==> src/rtl/cts_tx_pkg.sv <==
package cts_tx_pkg;
  typedef enum logic [1:0] {
    ST_IDLE  = 2'd0,
    ST_START = 2'd1,
    ST_DATA  = 2'd2,
    ST_STOP  = 2'd3
  } tx_state_e;

  // Tick count at which a bit ends.
  function automatic int unsigned last_tick(int unsigned per_bit);
    return per_bit - 1;
  endfunction

  // Tick count at which the midpoint event of a bit fires (count is zero-based).
  function automatic int unsigned mid_tick(int unsigned per_bit);
    return per_bit / 2 - 1;
  endfunction
endpackage

==> src/rtl/cts_watch.sv <==
module cts_watch (
  input  logic clk,
  input  logic rst_n,
  input  logic cts_n,
  input  logic auto_cts_en,
  output logic cts_ok,
  output logic cts_irq
);
  logic s1, s2, s3;
  logic cts_edge;

  always_ff @(posedge clk or negedge rst_n) begin
    if (!rst_n) begin
      s1 <= 1'b1;
      s2 <= 1'b1;
      s3 <= 1'b1;
    end else begin
      s1 <= cts_n;
      s2 <= s1;
      s3 <= s2;
    end
  end

  assign cts_edge = s2 ^ s3;
  assign cts_ok   = !s2;

  always_ff @(posedge clk or negedge rst_n) begin
    if (!rst_n) cts_irq <= 1'b0;
    else        cts_irq <= cts_edge && !auto_cts_en;
  end

  p_irq_quiet_r9: assert property (@(posedge clk) disable iff (!rst_n)
    $past(auto_cts_en) |-> !cts_irq);
  p_irq_single_r9: assert property (@(posedge clk) disable iff (!rst_n)
    cts_irq |=> !cts_irq);
endmodule

==> src/rtl/tx_frame_engine.sv <==
module tx_frame_engine #(
  parameter int unsigned TICKS_PER_BIT = 16,
  parameter int unsigned DATA_W        = 8
) (
  input  logic              clk,
  input  logic              rst_n,
  input  logic              baud_tick,
  input  logic              load,
  input  logic [DATA_W-1:0] load_data,
  output logic              txd,
  output logic              busy,
  output logic              stop_mid,
  output logic              stop_end
);
  import cts_tx_pkg::*;

  localparam int unsigned CW = (TICKS_PER_BIT > 1) ? $clog2(TICKS_PER_BIT) : 1;
  localparam int unsigned IW = (DATA_W > 1) ? $clog2(DATA_W) : 1;
  localparam logic [CW-1:0] LAST = CW'(last_tick(TICKS_PER_BIT));
  localparam logic [CW-1:0] MID  = CW'(mid_tick(TICKS_PER_BIT));
  localparam logic [IW-1:0] TOPB = IW'(DATA_W - 1);

  tx_state_e         state;
  logic [CW-1:0]     cnt;
  logic [IW-1:0]     idx;
  logic [DATA_W-1:0] sh;
  logic              bit_end;

  assign bit_end  = baud_tick && (cnt == LAST) && (state != ST_IDLE);
  assign stop_end = bit_end && (state == ST_STOP);
  assign stop_mid = baud_tick && (cnt == MID) && (state == ST_STOP);
  assign busy     = (state != ST_IDLE);

  always_ff @(posedge clk or negedge rst_n) begin
    if (!rst_n) begin
      state <= ST_IDLE;
      cnt   <= '0;
      idx   <= '0;
      sh    <= '0;
    end else if (load) begin
      state <= ST_START;
      cnt   <= '0;
      idx   <= '0;
      sh    <= load_data;
    end else if (baud_tick && state != ST_IDLE) begin
      if (cnt == LAST) begin
        cnt <= '0;
        unique case (state)
          ST_START: state <= ST_DATA;
          ST_DATA: begin
            sh  <= sh >> 1;
            idx <= idx + 1'b1;
            if (idx == TOPB) state <= ST_STOP;
          end
          ST_STOP: state <= ST_IDLE;
          default: state <= ST_IDLE;
        endcase
      end else begin
        cnt <= cnt + 1'b1;
      end
    end
  end

  always_comb begin
    unique case (state)
      ST_START: txd = 1'b0;
      ST_DATA:  txd = sh[0];
      default:  txd = 1'b1;
    endcase
  end

  p_no_abort_r7: assert property (@(posedge clk) disable iff (!rst_n)
    (busy && !stop_end) |=> busy);
  p_start_low_r1: assert property (@(posedge clk) disable iff (!rst_n)
    $rose(busy) |-> !txd);
  p_mid_before_end_r5: assert property (@(posedge clk) disable iff (!rst_n)
    stop_mid |-> !stop_end);
endmodule

==> src/rtl/cts_uart_tx.sv <==
module cts_uart_tx #(
  parameter int unsigned TICKS_PER_BIT = 16,
  parameter int unsigned DATA_W        = 8
) (
  input  logic              clk,
  input  logic              rst_n,
  input  logic              baud_tick,
  input  logic              auto_cts_en,
  input  logic [DATA_W-1:0] tx_data,
  input  logic              tx_valid,
  output logic              tx_ready,
  input  logic              cts_n,
  output logic              txd,
  output logic              busy,
  output logic              cts_irq
);
  logic cts_ok;
  logic stop_mid, stop_end;
  logic commit_q;
  logic load;

  cts_watch u_watch (
    .clk         (clk),
    .rst_n       (rst_n),
    .cts_n       (cts_n),
    .auto_cts_en (auto_cts_en),
    .cts_ok      (cts_ok),
    .cts_irq     (cts_irq)
  );

  tx_frame_engine #(
    .TICKS_PER_BIT (TICKS_PER_BIT),
    .DATA_W        (DATA_W)
  ) u_engine (
    .clk       (clk),
    .rst_n     (rst_n),
    .baud_tick (baud_tick),
    .load      (load),
    .load_data (tx_data),
    .txd       (txd),
    .busy      (busy),
    .stop_mid  (stop_mid),
    .stop_end  (stop_end)
  );

  // Decision for the following byte, taken once per frame at the stop midpoint.
  always_ff @(posedge clk or negedge rst_n) begin
    if (!rst_n)        commit_q <= 1'b0;
    else if (stop_mid) commit_q <= cts_ok;
  end

  assign tx_ready = (!busy && (!auto_cts_en || cts_ok)) ||
                    (stop_end && (!auto_cts_en || commit_q));
  assign load     = tx_valid && tx_ready;

  p_gate_idle_r4: assert property (@(posedge clk) disable iff (!rst_n)
    (load && !busy && auto_cts_en) |-> cts_ok);
  p_hold_next_r5: assert property (@(posedge clk) disable iff (!rst_n)
    (stop_end && auto_cts_en && !commit_q) |=> !busy);
  p_ready_window_r11: assert property (@(posedge clk) disable iff (!rst_n)
    (tx_ready && busy) |-> stop_end);
  p_line_rest_r2: assert property (@(posedge clk) disable iff (!rst_n)
    !busy |-> txd);
endmodule

==> config.mk <==
export PLATFORM = sky130hd
export DESIGN_NAME = cts_uart_tx
export DESIGN_NICKNAME = d
export VERILOG_FILES = /design/src/rtl/cts_tx_pkg.sv /design/src/rtl/cts_watch.sv /design/src/rtl/tx_frame_engine.sv /design/src/rtl/cts_uart_tx.sv
export SDC_FILE = /design/constraint.sdc
export NUM_CORES = 1
export LEC_CHECK = 0
export BUFFER_PORTS_ARGS = -buffer_cell sky130_fd_sc_hd__buf_2
export CAP_MARGIN = 20
export CORE_ASPECT_RATIO = 1.4
export CORE_MARGIN = 5
export CORE_UTILIZATION = 54
export CTS_CLUSTER_SIZE = 20
export DETAILED_ROUTE_END_ITERATION = 12
export PLACE_DENSITY = 0.77
export REMOVE_ABC_BUFFERS = 1
export SYNTH_ARGS = -nofsm -noshare
export SYNTH_HDL_FRONTEND = slang
export SYNTH_SLANG_ARGS = --single-unit
==> constraint.sdc <==
create_clock -name clk -period 2.2 [get_ports clk]
set_input_delay 0.55 -clock clk [delete_from_list [all_inputs] [get_ports clk]]
set_output_delay 0.55 -clock clk [all_outputs]
set_load 0.02 [all_outputs]
=== Yosys cells after proc, flatten, opt, wreduce, memory -nomap -nowiden ===
Cells that the tools add are included.

* Register bits: 22
* Input bits: 14

* $add $sub $neg: 2
* Equal/unequal tests: 7
* Mux-type cells: 17
* Bitwise gates (word level): 1
* Reductions and logical operators: 22

{| class="wikitable"
|+ Operators with widths
! cell !! number
|-
| 8-bit 2-to-1 mux || 4
|-
| 3-bit 2-to-1 mux || 4
|-
| 4-bit 2-to-1 mux || 3
|-
| 1-bit logical AND || 10
|-
| 2-bit 2-to-1 mux || 4
|-
| 2-bit nonzero test || 4
|-
| 3-bit AND reduction || 2
|-
| 4-bit by 1-bit adder with 4-bit output (second input constant) || 1
|-
| 2-bit == test (second input constant) || 2
|-
| 4-bit by 3-bit == test with 1-bit output (second input constant) || 1
|-
| 4-bit == test (second input constant) || 1
|-
| 2-bit one-hot mux with 2 select lines || 1
|-
| 3-bit by 1-bit adder with 3-bit output (second input constant) || 1
|-
| 3-bit == test (second input constant) || 1
|-
| 1-bit logical NOT || 3
|-
| 1-bit logical OR || 3
|-
| 3-bit by 2-bit != test with 1-bit output (second input constant) || 1
|-
| 2-bit by 1-bit == test with 1-bit output (second input constant) || 1
|-
| 1-bit one-hot mux with 2 select lines || 1
|-
| 1-bit bitwise XOR || 1
|}

=== Longest topological paths before layout ===
* Depth in word-level cells: 9
* Gate-level depth with buffers: 9
* Mapped depth without buffers: 6

=== By module ===
A second synthesis with hierarchy kept.

* Cells, all modules: 122
* Area, all modules: 1164.9 um^2

{| class="wikitable"
|+ Modules (own cells, without submodules)
! module !! times used !! cells an instance !! area each (um^2) !! sequential area each (um^2)
|-
| tx_frame_engine || 1 || 108 || 973.4 || 425.4
|-
| cts_watch || 1 || 7 || 120.1 || 103.8
|-
| cts_uart_tx || 1 || 7 || 71.3 || 25.0
|}

=== Worst setup path before layout ===
OpenSTA, ideal clock, no wires.

* Path kind: register -> register
* From: reg u_engine.state[0]
* To: reg u_engine.state[0]
* Library setup time: 124 ps
* Data arrival time: 1748 ps
* Setup slack: 328 ps
* Stages on the path, launching flop included: 10
* Buffers on the path: 3
* Clock period less this slack: 1872 ps
* Path through: dfrtp_1 -> inv_1 -> ha_1 -> and4b_4 -> a41o_1 -> buf_6 -> and2_4 -> buf_6 -> buf_6 -> o21bai_1

* Longest elaborated chain between the ends: 8

{| class="wikitable"
|+ Ends and longest elaborated chain
! what !! RTL line !! source
|-
| start, declared || tx_frame_engine.sv:23 || <nowiki>tx_state_e state;</nowiki>
|-
| start signal, assigned || tx_frame_engine.sv:36 || <nowiki>state <= ST_IDLE;</nowiki>
|-
| start signal, assigned || tx_frame_engine.sv:41 || <nowiki>state <= ST_START;</nowiki>
|-
| start signal, assigned || tx_frame_engine.sv:49 || <nowiki>ST_START: state <= ST_DATA;</nowiki>
|-
| 2-bit nonzero test || tx_frame_engine.sv:29, tx_frame_engine.sv:32 ||
|-
| 1-bit logical AND || tx_frame_engine.sv:29 || <nowiki>assign bit_end = baud_tick && (cnt == LAST) && (state != ST_IDLE);</nowiki>
|-
| 1-bit logical AND || tx_frame_engine.sv:30 || <nowiki>assign stop_end = bit_end && (state == ST_STOP);</nowiki>
|-
| 1-bit logical AND || cts_uart_tx.sv:53 || <nowiki>(stop_end && (!auto_cts_en || commit_q));</nowiki>
|-
| 1-bit logical OR * || cts_uart_tx.sv:52 || <nowiki>assign tx_ready = (!busy && (!auto_cts_en || cts_ok)) ||</nowiki>
|-
| via tx_ready || cts_uart_tx.sv:11 || <nowiki>output logic tx_ready,</nowiki>
|-
| 1-bit logical AND * || cts_uart_tx.sv:54 || <nowiki>assign load = tx_valid && tx_ready;</nowiki>
|-
| 3-bit by 2-bit != test with 1-bit output (no source line) or 2-bit nonzero test (tied branches) || n/a ||
|-
| 3-bit AND reduction (no source line) || n/a ||
|}

Mark *: on every way through the listed nets, which the timed path passes. The rest lies on a longest branch. The select of a mux whose other input is x is not followed.
A chain may end at the register's enable or synchronous reset.

=== Worst setup path after layout ===
* From: reg u_engine.state[1]
* To: out tx_ready

* Longest elaborated chain between the ends: 5

{| class="wikitable"
|+ Ends and longest elaborated chain
! what !! RTL line
|-
| 2-bit nonzero test || tx_frame_engine.sv:29, tx_frame_engine.sv:32
|-
| 1-bit logical AND || tx_frame_engine.sv:29
|-
| 1-bit logical AND || tx_frame_engine.sv:30
|-
| 1-bit logical AND || cts_uart_tx.sv:53
|-
| 1-bit logical OR * || cts_uart_tx.sv:52
|-
| end, declared || cts_uart_tx.sv:11
|}

Mark *: on every way between the ends. The rest lies on a longest branch, timed or not.

==> qor.yml <==
status: "completed"
post-route-min-period_ps: 2190
core-area_mm2: 0.00197
r2r_cells: 7
root_buffer: "clkbuf_4"
r2r_start: "u_engine.state[1]"
syn2layout_area_growth_pct: 14.4
clockBufferDepth: 2
clk_pin_slew_ps: 120
startpoint: "u_engine.state[1]"
cap_violations: 0
vias: 808
power.density_mw_per_mm2: 952
r2r_slack_ps: 320
synth_xor_area_share_pct: 3.90
syn_area_per_cell_um2: 11.3
clk_latency_ps: 310
wl_per_cell_um: 15.6
hp-class: "in2async"
fin_hold_ws_ps: 174
hold_viol: 0
drt_first_pass_iters: 4
synth_mux_area_share_pct: 8.92
clock_sinks: 22
fillers: 164
fin_skew_ps: 13.0
ant_nets: 0
htree_levels: 1
first_global_vias: 834
die_area_mm2: 0.00310
insertedDiodeCount: 0
die_x_um: 48.5
fin_crit_sh_pct: 99.5
rsz0062_at_grt: "true"
via_per_inst: 5.69
crit_fanout: 4
nets: 143
detail_route.wirelength_um: 2210
cts_tree: "done"
dp_cells: 134
postSynthCellCount: 99
synth-simple-area-share_pct: 16.3
synth_fa_ha_area_share_pct: 7.80
grt_max_degree: 23
synth_compound_area_share_pct: 8.92
gr-total-overflow: 0
ys_types: 31
setup_viol: 0
drive_gt1_share_pct: 30.6
pin_count: 18
criticalPathCategory: "reg2out"
drcViolationCount: 0
slew_headroom_pct: 67.9
max_freq_mhz: 457
synth_sequential_area_ratio_pct: 49.4
endpoint_kind: "primary output"
antenna_found_initial: 0
p_leak_nw: 0.596
cts_made_buffers: 3
initial_core_util_pct: 56.9
slew_viol_final: 0
cp.arrival_ps: 1640
synth_area_mm2: 0.00112
ys_ff_latch: 22
ctsHoldBuffers: 0
instances_no_fill: 142
synth_warnings: 0
required_ps: 1650
cp-start-kind: "flip-flop"
place_congestion: 0.870
worst_pin_slew_ps: 481
drt_iter0_drc: 11
track_usage_pct: 15.2
ir_drop_mv: 0.682
io_buffers: 17
synth_top_family_by_area: "simple AND/OR/NAND/NOR gates"
rows: 19
grt_pass1_wl_um: 3730
die_y_um: 63.9
dp_hpwl_um: 1610
-- power by group --
part           leakage [nW]  switching, mW  total (mW)  internal (mW)
Combinational         0.302          0.241       0.455          0.213
Clock                0.0150          0.120       0.191         0.0709
Sequential            0.280         0.0813       0.576          0.495
Total                 0.596          0.443        1.22          0.779
-- flip-flops by register name (all words and copies together) (netlist names) --
signal and cells:
commit_q 1, u_watch.cts_irq 1, u_watch.s1 1, u_engine.cnt 4, u_engine.idx 3, u_watch.s3 1
u_watch.s2 1, u_engine.sh 8, u_engine.state 2
-- worst max-delay path, stage by stage (launching register included) --
cell	delay, ps
dfrtp_1	390
inv_2	70
ha_4	160
and4b_4	330
a41o_1	240
buf_6	130
-- logic make-up after synthesis --
family | Yosys count
simple gates | 30
xor+xnor | 5
buf+inv | 8
flops | 22
compound gates | 17
fa+ha+maj | 7
mux | 10
-- per-layer routing --
layer	wire, um	share of wire, %	global-route usage [%]
met1	913	41	18.9
met2	1130	51	24.0
met3	99	4.5	2.33
met4	72	3.3	10.1
met5	0	0	0
-- what timing repair did --
item                                    4_1_cts  5_1_grt
setup buffers                                 3        1
pin swaps                                     1        1
endpoints found under the setup margin        1        1
gates resized for setup                       3        5
-- stage by stage --
| step | TNS (ps) | power (mW) | setup WS [ps] | util (%) | cell area, um^2 |
|---|---|---|---|---|---|
| CTS | 0 | 1.20 | 5.15 | 63.9 | 1260 |
| global route | -37.5 | 1.33 | -37.5 | 65.1 | 1280 |
| detailed placement | 0 | 0.991 | 191 | 61.1 | 1210 |
| finish | 0 | 1.22 | 10.5 | 65.1 | 1280 |
| floorplan | 0 | 0.856 | 266 | - | 1080 |
| global placement | 0 | 0.957 | 277 | 61.1 | 1210 |
-- path summary, 6_finish.rpt --
check | end
hold reg to reg | u_watch.s2
setup reg to reg | u_engine.sh[6]
setup / recovery | tx_ready
max in group asynchronous | u_watch.s1
hold / removal | u_engine.sh[7]
min in group clk | u_watch.s1
-- area by class of cell --
class / count / area (um^2) / area share [%]
inverter: 3 / 11.3 / 0.877
multi-input combinational: 69 / 529 / 41.2
sequential: 22 / 554 / 43.2
clock buffer: 4 / 26.3 / 2.05
tap: 21 / 26.3 / 2.05
timing repair buffer: 23 / 136 / 10.6
-- synthesized netlist by cell type, drive strengths merged --
cell type  instances  share of area, %
dfrtp             19                42
mux2i             10               8.9
o21ai             10               4.5
nand3              8               3.6
ha                 7               7.8
nor2               7               2.3
buf                4               3.5
xnor2              4               3.1
dfstp              3               7.0
inv                3               1.0
nand2b             3               1.7
a31oi              2               1.1
and2               2               1.3
and3               2               1.1
nand4              2               1.1
nor3               2               2.3
a21boi             1              0.67
a21oi              1              0.45
a41o               1              0.89
and2b              1              0.67
and4b              1               1.2
clkbuf             1              0.33
nand2              1              0.33
nor2b              1              0.56
o21bai             1              0.67
o31ai              1              0.67
xor2               1              0.78
-- layout by cell type (no fill, tap or decap), drive strengths merged, types with 2 or more instances in the layout --
cell    count
buf        23
dfrtp      19
mux2i      10
o21ai      10
nand3       8
nor2        7
ha          7
xnor2       4
clkbuf      4
nand2b      3
dfstp       3
inv         3
and3        2
nand4       2
a31oi       2
and2        2
nor3        2
Note: power is estimated with default switching activity, not from simulation.
